File: src/rtl/ml5_gate_pkg.sv
package ml5_gate_pkg;
  localparam int STATE_W   = 4;
  localparam int NUM_GATES = 6;
  localparam int LEVEL_W   = 3;
  localparam int NUM_STATES = 1 << STATE_W;

  typedef logic [NUM_GATES-1:0]      gate_vec_t;
  typedef logic signed [LEVEL_W-1:0] level_t;
  typedef logic [STATE_W-1:0]        state_t;

  // legal switch pairs, bit 0 = S1 .. bit 5 = S6
  localparam gate_vec_t PAIR_POS2 = 6'b000101; // S1,S3
  localparam gate_vec_t PAIR_POS1 = 6'b010001; // S1,S5
  localparam gate_vec_t PAIR_ZERO = 6'b001100; // S3,S4
  localparam gate_vec_t PAIR_NEG1 = 6'b100010; // S2,S6
  localparam gate_vec_t PAIR_NEG2 = 6'b001010; // S2,S4
endpackage

File: src/rtl/ml5_tick_prescaler.sv
module ml5_tick_prescaler #(
  parameter int PERIOD_W = 16
) (
  input  logic                clk_i,
  input  logic                rst_i,
  input  logic                en_i,
  input  logic [PERIOD_W-1:0] period_i,
  output logic                tick_o
);
  logic [PERIOD_W-1:0] count_q;

  // >= keeps a period shrink from running the count through a full wrap
  assign tick_o = en_i && (count_q >= period_i);

  always_ff @(posedge clk_i) begin
    if (rst_i || !en_i) begin
      count_q <= '0;
    end else if (tick_o) begin
      count_q <= '0;
    end else begin
      count_q <= count_q + 1'b1;
    end
  end
endmodule

File: src/rtl/ml5_phase_counter.sv
module ml5_phase_counter
  import ml5_gate_pkg::*;
(
  input  logic   clk_i,
  input  logic   rst_i,
  input  logic   en_i,
  input  logic   tick_i,
  output state_t state_o,
  output logic   wrap_o
);
  localparam state_t LAST_STATE = state_t'(NUM_STATES - 1);

  state_t state_q;

  assign state_o = state_q;
  assign wrap_o  = tick_i && (state_q == LAST_STATE);

  always_ff @(posedge clk_i) begin
    if (rst_i || !en_i) begin
      state_q <= '0;
    end else if (tick_i) begin
      state_q <= state_q + 1'b1;
    end
  end
endmodule

File: src/rtl/ml5_switch_decode.sv
module ml5_switch_decode
  import ml5_gate_pkg::*;
(
  input  state_t    state_i,
  output gate_vec_t gate_o
);
  logic bd, bc, bb, ba;
  logic edge_terms, mid_terms, common_terms;

  assign bd = state_i[3];
  assign bc = state_i[2];
  assign bb = state_i[1];
  assign ba = state_i[0];

  // product terms shared by both halves
  assign edge_terms   = (bc & ~ba) | (~bb & ba) | (~bc & bb);
  assign mid_terms    = (bc & ~bb) | (~bc & bb);
  assign common_terms = (~bc & ~bb & ~ba) | (bc & bb & ba);

  // half 0 drives S1/S3/S5 (D low), half 1 drives S2/S4/S6 (D high)
  for (genvar h = 0; h < 2; h++) begin : g_half
    logic sel;
    logic a_pol;
    assign sel   = (h == 0) ? ~bd : bd;
    assign a_pol = (h == 0) ? ba : ~ba;

    assign gate_o[h]     = sel & edge_terms;
    assign gate_o[2 + h] = (sel & mid_terms) | common_terms;
    assign gate_o[4 + h] = sel & ((bc & bb & a_pol) | (~bc & ~bb & a_pol));
  end
endmodule

File: src/rtl/ml5_level_classify.sv
module ml5_level_classify
  import ml5_gate_pkg::*;
(
  input  gate_vec_t gate_i,
  output level_t    level_o,
  output logic      fault_o
);
  always_comb begin
    fault_o = 1'b0;
    unique case (gate_i)
      PAIR_POS2: level_o = 3'sd2;
      PAIR_POS1: level_o = 3'sd1;
      PAIR_ZERO: level_o = 3'sd0;
      PAIR_NEG1: level_o = -3'sd1;
      PAIR_NEG2: level_o = -3'sd2;
      default: begin
        level_o = 3'sd0;
        fault_o = 1'b1;
      end
    endcase
  end
endmodule

File: src/rtl/ml5_gate_sequencer.sv
module ml5_gate_sequencer
  import ml5_gate_pkg::*;
#(
  parameter int PERIOD_W = 16
) (
  input  logic                clk_i,
  input  logic                rst_i,
  input  logic                en_i,
  input  logic [PERIOD_W-1:0] period_i,
  output logic [5:0]          gate_o,
  output logic signed [2:0]   level_o,
  output logic                fault_o,
  output logic                period_start_o
);
  logic      tick;
  logic      wrap;
  state_t    state;
  gate_vec_t gate_next;
  level_t    level_next;
  logic      fault_next;
  logic      wrap_q;

  gate_vec_t gate_q;
  level_t    level_q;
  logic      fault_q;
  logic      strobe_q;

  ml5_tick_prescaler #(.PERIOD_W(PERIOD_W)) u_prescale (
    .clk_i    (clk_i),
    .rst_i    (rst_i),
    .en_i     (en_i),
    .period_i (period_i),
    .tick_o   (tick)
  );

  ml5_phase_counter u_phase (
    .clk_i   (clk_i),
    .rst_i   (rst_i),
    .en_i    (en_i),
    .tick_i  (tick),
    .state_o (state),
    .wrap_o  (wrap)
  );

  ml5_switch_decode u_decode (
    .state_i (state),
    .gate_o  (gate_next)
  );

  ml5_level_classify u_classify (
    .gate_i  (gate_next),
    .level_o (level_next),
    .fault_o (fault_next)
  );

  // output stage: all outputs carry the same one-cycle lag behind the counter
  always_ff @(posedge clk_i) begin
    if (rst_i || !en_i) begin
      gate_q   <= '0;
      level_q  <= '0;
      fault_q  <= 1'b0;
      wrap_q   <= 1'b0;
      strobe_q <= 1'b0;
    end else begin
      gate_q   <= gate_next;
      level_q  <= level_next;
      fault_q  <= fault_next;
      wrap_q   <= wrap;
      strobe_q <= wrap_q;
    end
  end

  assign gate_o         = gate_q;
  assign level_o        = level_q;
  assign fault_o        = fault_q;
  assign period_start_o = strobe_q;
endmodule

File: config.mk
export PLATFORM = sky130hd
export DESIGN_NAME = ml5_gate_sequencer
export DESIGN_NICKNAME = d
export VERILOG_FILES = /design/src/rtl/ml5_gate_pkg.sv /design/src/rtl/ml5_tick_prescaler.sv /design/src/rtl/ml5_phase_counter.sv /design/src/rtl/ml5_switch_decode.sv /design/src/rtl/ml5_level_classify.sv /design/src/rtl/ml5_gate_sequencer.sv
export SDC_FILE = /design/constraint.sdc
export NUM_CORES = 1
export LEC_CHECK = 0
export ABC_AREA = 1
export ABC_CLOCK_PERIOD_IN_PS = 1400
export CAP_MARGIN = 20
export CORE_UTILIZATION = 48
export CTS_CLUSTER_DIAMETER = 60
export DETAILED_ROUTE_END_ITERATION = 16
export PLACE_DENSITY = 0.72
export SYNTH_ARGS = -nofsm -noshare
export SYNTH_HDL_FRONTEND = slang
export SYNTH_SLANG_ARGS = --single-unit
File: constraint.sdc
create_clock -name clk_i -period 1.4 [get_ports clk_i]
set_input_delay 0.28 -clock clk_i [delete_from_list [all_inputs] [get_ports clk_i]]
set_output_delay 0.28 -clock clk_i [all_outputs]
set_load 0.01 [all_outputs]
# == Word level (Yosys, flattened, before mapping) ==
# Index checks and enable logic that the tools add are counted.
# classes
n_addsub,2
order_cmp,1
n_eq_ne,6
mux,2
bitwise_logic,28
reduce_logical,6
# op_table
op,n
"16-bit by 1-bit adder with 16-bit output, second input constant",1
1-bit bitwise AND,16
16-bit greater-or-equal comparator,1
"6-bit by 4-bit == test with 1-bit output, second input constant",2
3-bit case mux with 4 select lines,1
1-bit bitwise OR,8
"6-bit by 3-bit == test with 1-bit output, second input constant",1
"6-bit by 5-bit == test with 1-bit output, second input constant",1
"6-bit == test, second input constant",1
5-bit OR reduction,1
"4-bit by 1-bit adder with 4-bit output, second input constant",1
"4-bit == test, second input constant",1
1-bit inverter,4
1-bit logical AND,2
2-bit OR reduction,1
1-bit zero test,1
1-bit logical OR,1
1-bit two-way mux,1
# totals
reg_bits,32
inputBits,19
out_inout_bits,11
word_cells,52

# == Logic depth before layout (Yosys ltp) ==
# depth
word_depth,8
ltp_mapped,14
depth_no_buf,14

# == By module ==
# Synthesis repeated with hierarchy kept, for this count alone.
# unflattened
hier_cells,261
area_unflattened_um2,1926.8
# modules_own_cells
module,n_inst,cells_each,area_each_um2,seq_area_each_um2
ml5_tick_prescaler,1,152,1129.8,320.3
ml5_gate_sequencer,1,39,381.6,240.2
ml5_phase_counter,1,25,183.9,80.1
ml5_level_classify,1,25,116.4,0.0
ml5_switch_decode,1,20,115.1,0.0

# == Least setup slack after synthesis ==
# Ideal clock, no wire load.
# synth_timing
kind,register to register
start,register u_prescale.count_q[9]
end,register u_prescale.count_q[13]
setup_time_ns,0.064
t_arrival_ns,1.439
required_ns,1.336
slack_ns,-0.103
stages_incl_launch_ff,8
path_buffers,1
period_less_slack_ns,1.503
path_cell_list,dfxtp_1 > ha_1 > a21oi_1 > o21ai_0 > a21oi_2 > nand3_2 > buf_6 > nor2_1
# synth_via
elab_chain_cells,3
elab_cells_between_ends,4
classes_between,add/sub (1); order compare (1); reduce/logical (2)
# synth_rtl
element,line,source
"start, declared",ml5_tick_prescaler.sv:10,logic [PERIOD_W-1:0] count_q;
"start signal, assigned",ml5_tick_prescaler.sv:21,count_q <= count_q + 1'b1;
16-bit greater-or-equal comparator,ml5_tick_prescaler.sv:13,assign tick_o = en_i && (count_q >= period_i);
1-bit logical AND,ml5_tick_prescaler.sv:13,
2-bit OR reduction (no line),--,
# Parallel ways exist; a longest one is shown, timed or not.
# A chain may end at the register's enable or synchronous reset.

# == Worst setup path in the final report ==
# layout_timing
start,register u_prescale.count_q[5]
end,register wrap_q
# layout_via
elab_chain_cells,3
# layout_rtl
element,line,source
16-bit greater-or-equal comparator,ml5_tick_prescaler.sv:13,
1-bit logical AND,ml5_tick_prescaler.sv:13,
1-bit logical AND,ml5_phase_counter.sv:16,assign wrap_o = tick_i && (state_q == LAST_STATE);
"end signal, assigned",ml5_gate_sequencer.sv:68,wrap_q <= wrap;
"end, declared",ml5_gate_sequencer.sv:21,logic wrap_q;
# No other way between the ends.

==> impl_metrics.tcl <==
set metrics [dict create \
    clk_pin_slew_ns 0.07 \
    worstHoldEndpoint "period_start_o" \
    dieWidth_microns 64.1 \
    fin_ws_ns -0.167 \
    wl_per_cell_microns 13.3 \
    power_frac_seq_pct 44.0 \
    groute.usage.overall_pct 25.7 \
    ys_warn_count 0 \
    leakage_nw 1.40 \
    via_count 1852 \
    syn_nets 294 \
    period_share_pct 112 \
    grt_setup_unrepaired "yes" \
    ir_drop_v 0.000695 \
    die_area_sq_um 4110 \
    rows 22 \
    worstPathCellList "ha_4 > nand2_1 > inv_1 > nand2_2 > inv_1 > nand2_1 > nand2_2 > nand2_4 > nand2_8 > nand3_4 > nor2_2" \
    die_h_microns 64.1 \
    ys_ff_latch 32 \
    clock_latency_ns 0.28 \
    cts_buffer_depth 2 \
    drtIter0Drc 59 \
    comb_power_share_pct 9.1 \
    worstMarginPinSlew_ns 0.365 \
    drive_gt1_share_pct 49.4 \
    drtPass1Iterations 4 \
    area.growth.synth_to_final_pct 66.2 \
    max_freq_ghz 0.638 \
    cts_root_buffer "clkbuf_8" \
    grt_pass1_wl_microns 7820 \
    grt_pass1_vias 1822 \
    final_util_pct 83.4 \
    seq_area_frac_synth_pct 34.6 \
    hold_class "reg -> reg" \
    avgViaCountPerCell 4.90 \
    failed_checks "setup timing" \
    io_pins 30 \
    cp.required_ns 1.61 \
    rr_endpoint "wrap_q" \
    hpwl_microns 2980 \
    synth_area_leaders "dfxtp_1 35%, ha_1 14%, nand2_1 9.9%" \
    grt_overflow_total 0 \
    p_sw_mw 0.447 \
    synth_area_sq_um 1850 \
    finalSetupViolCount 23 \
    r2r_cells 11 \
    globalplace.congestion 0.820 \
    htree_levels 2 \
    fin_crit_ns 1.57 \
    fill_cells 223 \
    fin_nets 369 \
    place_inst 363 \
    reg2reg_from "u_prescale.count_q[5]" \
    relSlewSlack_pct 75.6 \
    cts.sinks 32 \
    r2r_slack_ns -0.17 \
    switching_share_pct 21.5 \
    slew_violations 0 \
    crit_path_end_kind "flop" \
    final_common_cell "buf_4" \
    internal-power_mw 1.63 \
    hold_buffers 0 \
    hp-start "wrap_q" \
    pwr-share-clk_pct 46.9 \
    cap_violations 0 \
    cp.arrival_ns 1.78 \
    antenna_found_initial 0 \
    wirelength_microns 5020 \
    syn-instance-count 254 \
    io_buffers 29 \
    crit_path_max_fanout 7 \
    n_antenna_cell 0 \
    crit_type "reg -> reg" \
    start_kind "flop" \
    grt_max_degree 11 \
    core-area_sq_um 3690 \
    cts_buffers 5 \
    hold_depth 2 \
    detail-route-antenna-nets 0 \
    clock-skew-final_ns 0.00452 \
    status "finished, violations left" \
    yosysTopAreaCell "dfxtp_1" \
    hold_viol 0 \
    powerDensity_nw_per_um2 676 \
    crit_start "u_prescale.count_q[5]" \
    drc 0 \
    critPathMaxStageDelay_ns 0.34 \
    fin_cells 378 \
    synth.distinct_cells 28 \
    layout_common_cells "38 x buf_4, 33 x nand2_1, 31 x nor2_1, 26 x inv_1, 26 x dlygate4sd2_1" \
    slowest_stage "dfxtp_2" \
    syn_avg_cell_area_sq_um 7.29 \
    cts_tree "done" \
    start_util_pct 50.2 \
    yosys.area.top_type_share_pct 34.6 \
]
[cells by family (layout without fill, tap and decap cells)]
family,Yosys count,count (layout),share of synthesized area [%]
buffers and inverters,49,124,10.4
adder cells (fa/ha/maj),21,21,14.2
flip-flops,32,32,34.6
XOR/XNOR,9,9,4.26
AND/OR/NAND/NOR,123,124,30.5
AO/OA/AOI/OAI,20,20,6.08
[synth_stat cells, drive strengths merged]
cell,instances
or2,2
nand4,3
inv,46
nand2,52
buf,2
nor2,43
nor3,9
ha,21
nand3,13
xor2,6
o21ai,5
clkinv,1
dfxtp,32
a31oi,1
xnor2,3
a21oi,14
nor3b,1
[per-layer routing]
metal | track usage, % | up-vias | routed length [microns]
li1 | - | 946 | -
met1 | 27.1 | 856 | 1990
met2 | 46.9 | 42 | 2800
met3 | 6.96 | 8 | 144
met4 | 11.9 | 0 | 89
met5 | 0 | - | 0
[power by group through the flow]
stage	Sequential [mW]	Combinational [mW]	Clock, mW
finish	0.915	0.189	0.976
global route	0.915	0.208	1.03
CTS	0.917	0.172	0.992
detailed placement	0.937	0.161	0
global placement	0.937	0.157	0
floorplan	0.939	0.0722	0
[final cells by class]
type / count / area (sq um) / share of cell area (%)
repair buffers: 69 / 566 / 18.4
inverters: 47 / 176 / 5.73
well taps: 48 / 60.1 / 1.95
clock buffers: 7 / 96.3 / 3.13
flip-flops and latches: 32 / 662 / 21.5
clock inverters: 1 / 30.0 / 0.976
multi-input cells: 174 / 1490 / 48.3
[worst max-delay path by stage]
stage	end	slack, ns
detailed placement	u_prescale.count_q[3]	-0.74
CTS	u_prescale.count_q[3]	-0.22
finish	wrap_q	-0.17
global placement	u_prescale.count_q[3]	-0.67
global route	u_phase.state_o[3]	-0.22
floorplan	u_prescale.count_q[13]	-0.01
[flip-flops by register name (all words and copies together), names as in the netlist]
register / count
level_o: 3
period_start_o: 1
wrap_q: 1
fault_o: 1
u_prescale.count_q: 16
u_phase.state_o: 4
gate_o: 6
[critical path, delay by kind of cell, from the launching register on]
kind                       cells  cell delay (ns)
buffers and inverters          2             0.15
and+or+nand+nor                8             0.76
adders and majority gates      1             0.26
DFF                            1             0.34
[per-stage QoR]
| step | setup TNS (ns) | total power, mW | hold slack, ns | area, sq um | setup WS, ns |
|---|---|---|---|---|---|
| after floorplan | -0.0555 | 1.01 | 0.394 | 1940 | -0.0147 |
| after global placement | -12.87 | 1.09 | 0.410 | 2530 | -0.668 |
| after detailed placement | -14.08 | 1.10 | 0.407 | 2530 | -0.741 |
| after CTS | -3.07 | 2.08 | 0.417 | 2870 | -0.215 |
| after global routing | -4.12 | 2.16 | 0.449 | 3080 | -0.222 |
| final | -2.44 | 2.08 | 0.445 | 3080 | -0.167 |
[repair_timing]
action / in CTS / in global routing
endpoints found under the setup margin: 35 / 25
pin swaps: 45 / 24
gates cloned: 1 / 0
setup buffers: 3 / 3
resized for setup: 77 / 46
Power figures use the tool's default switching activity.
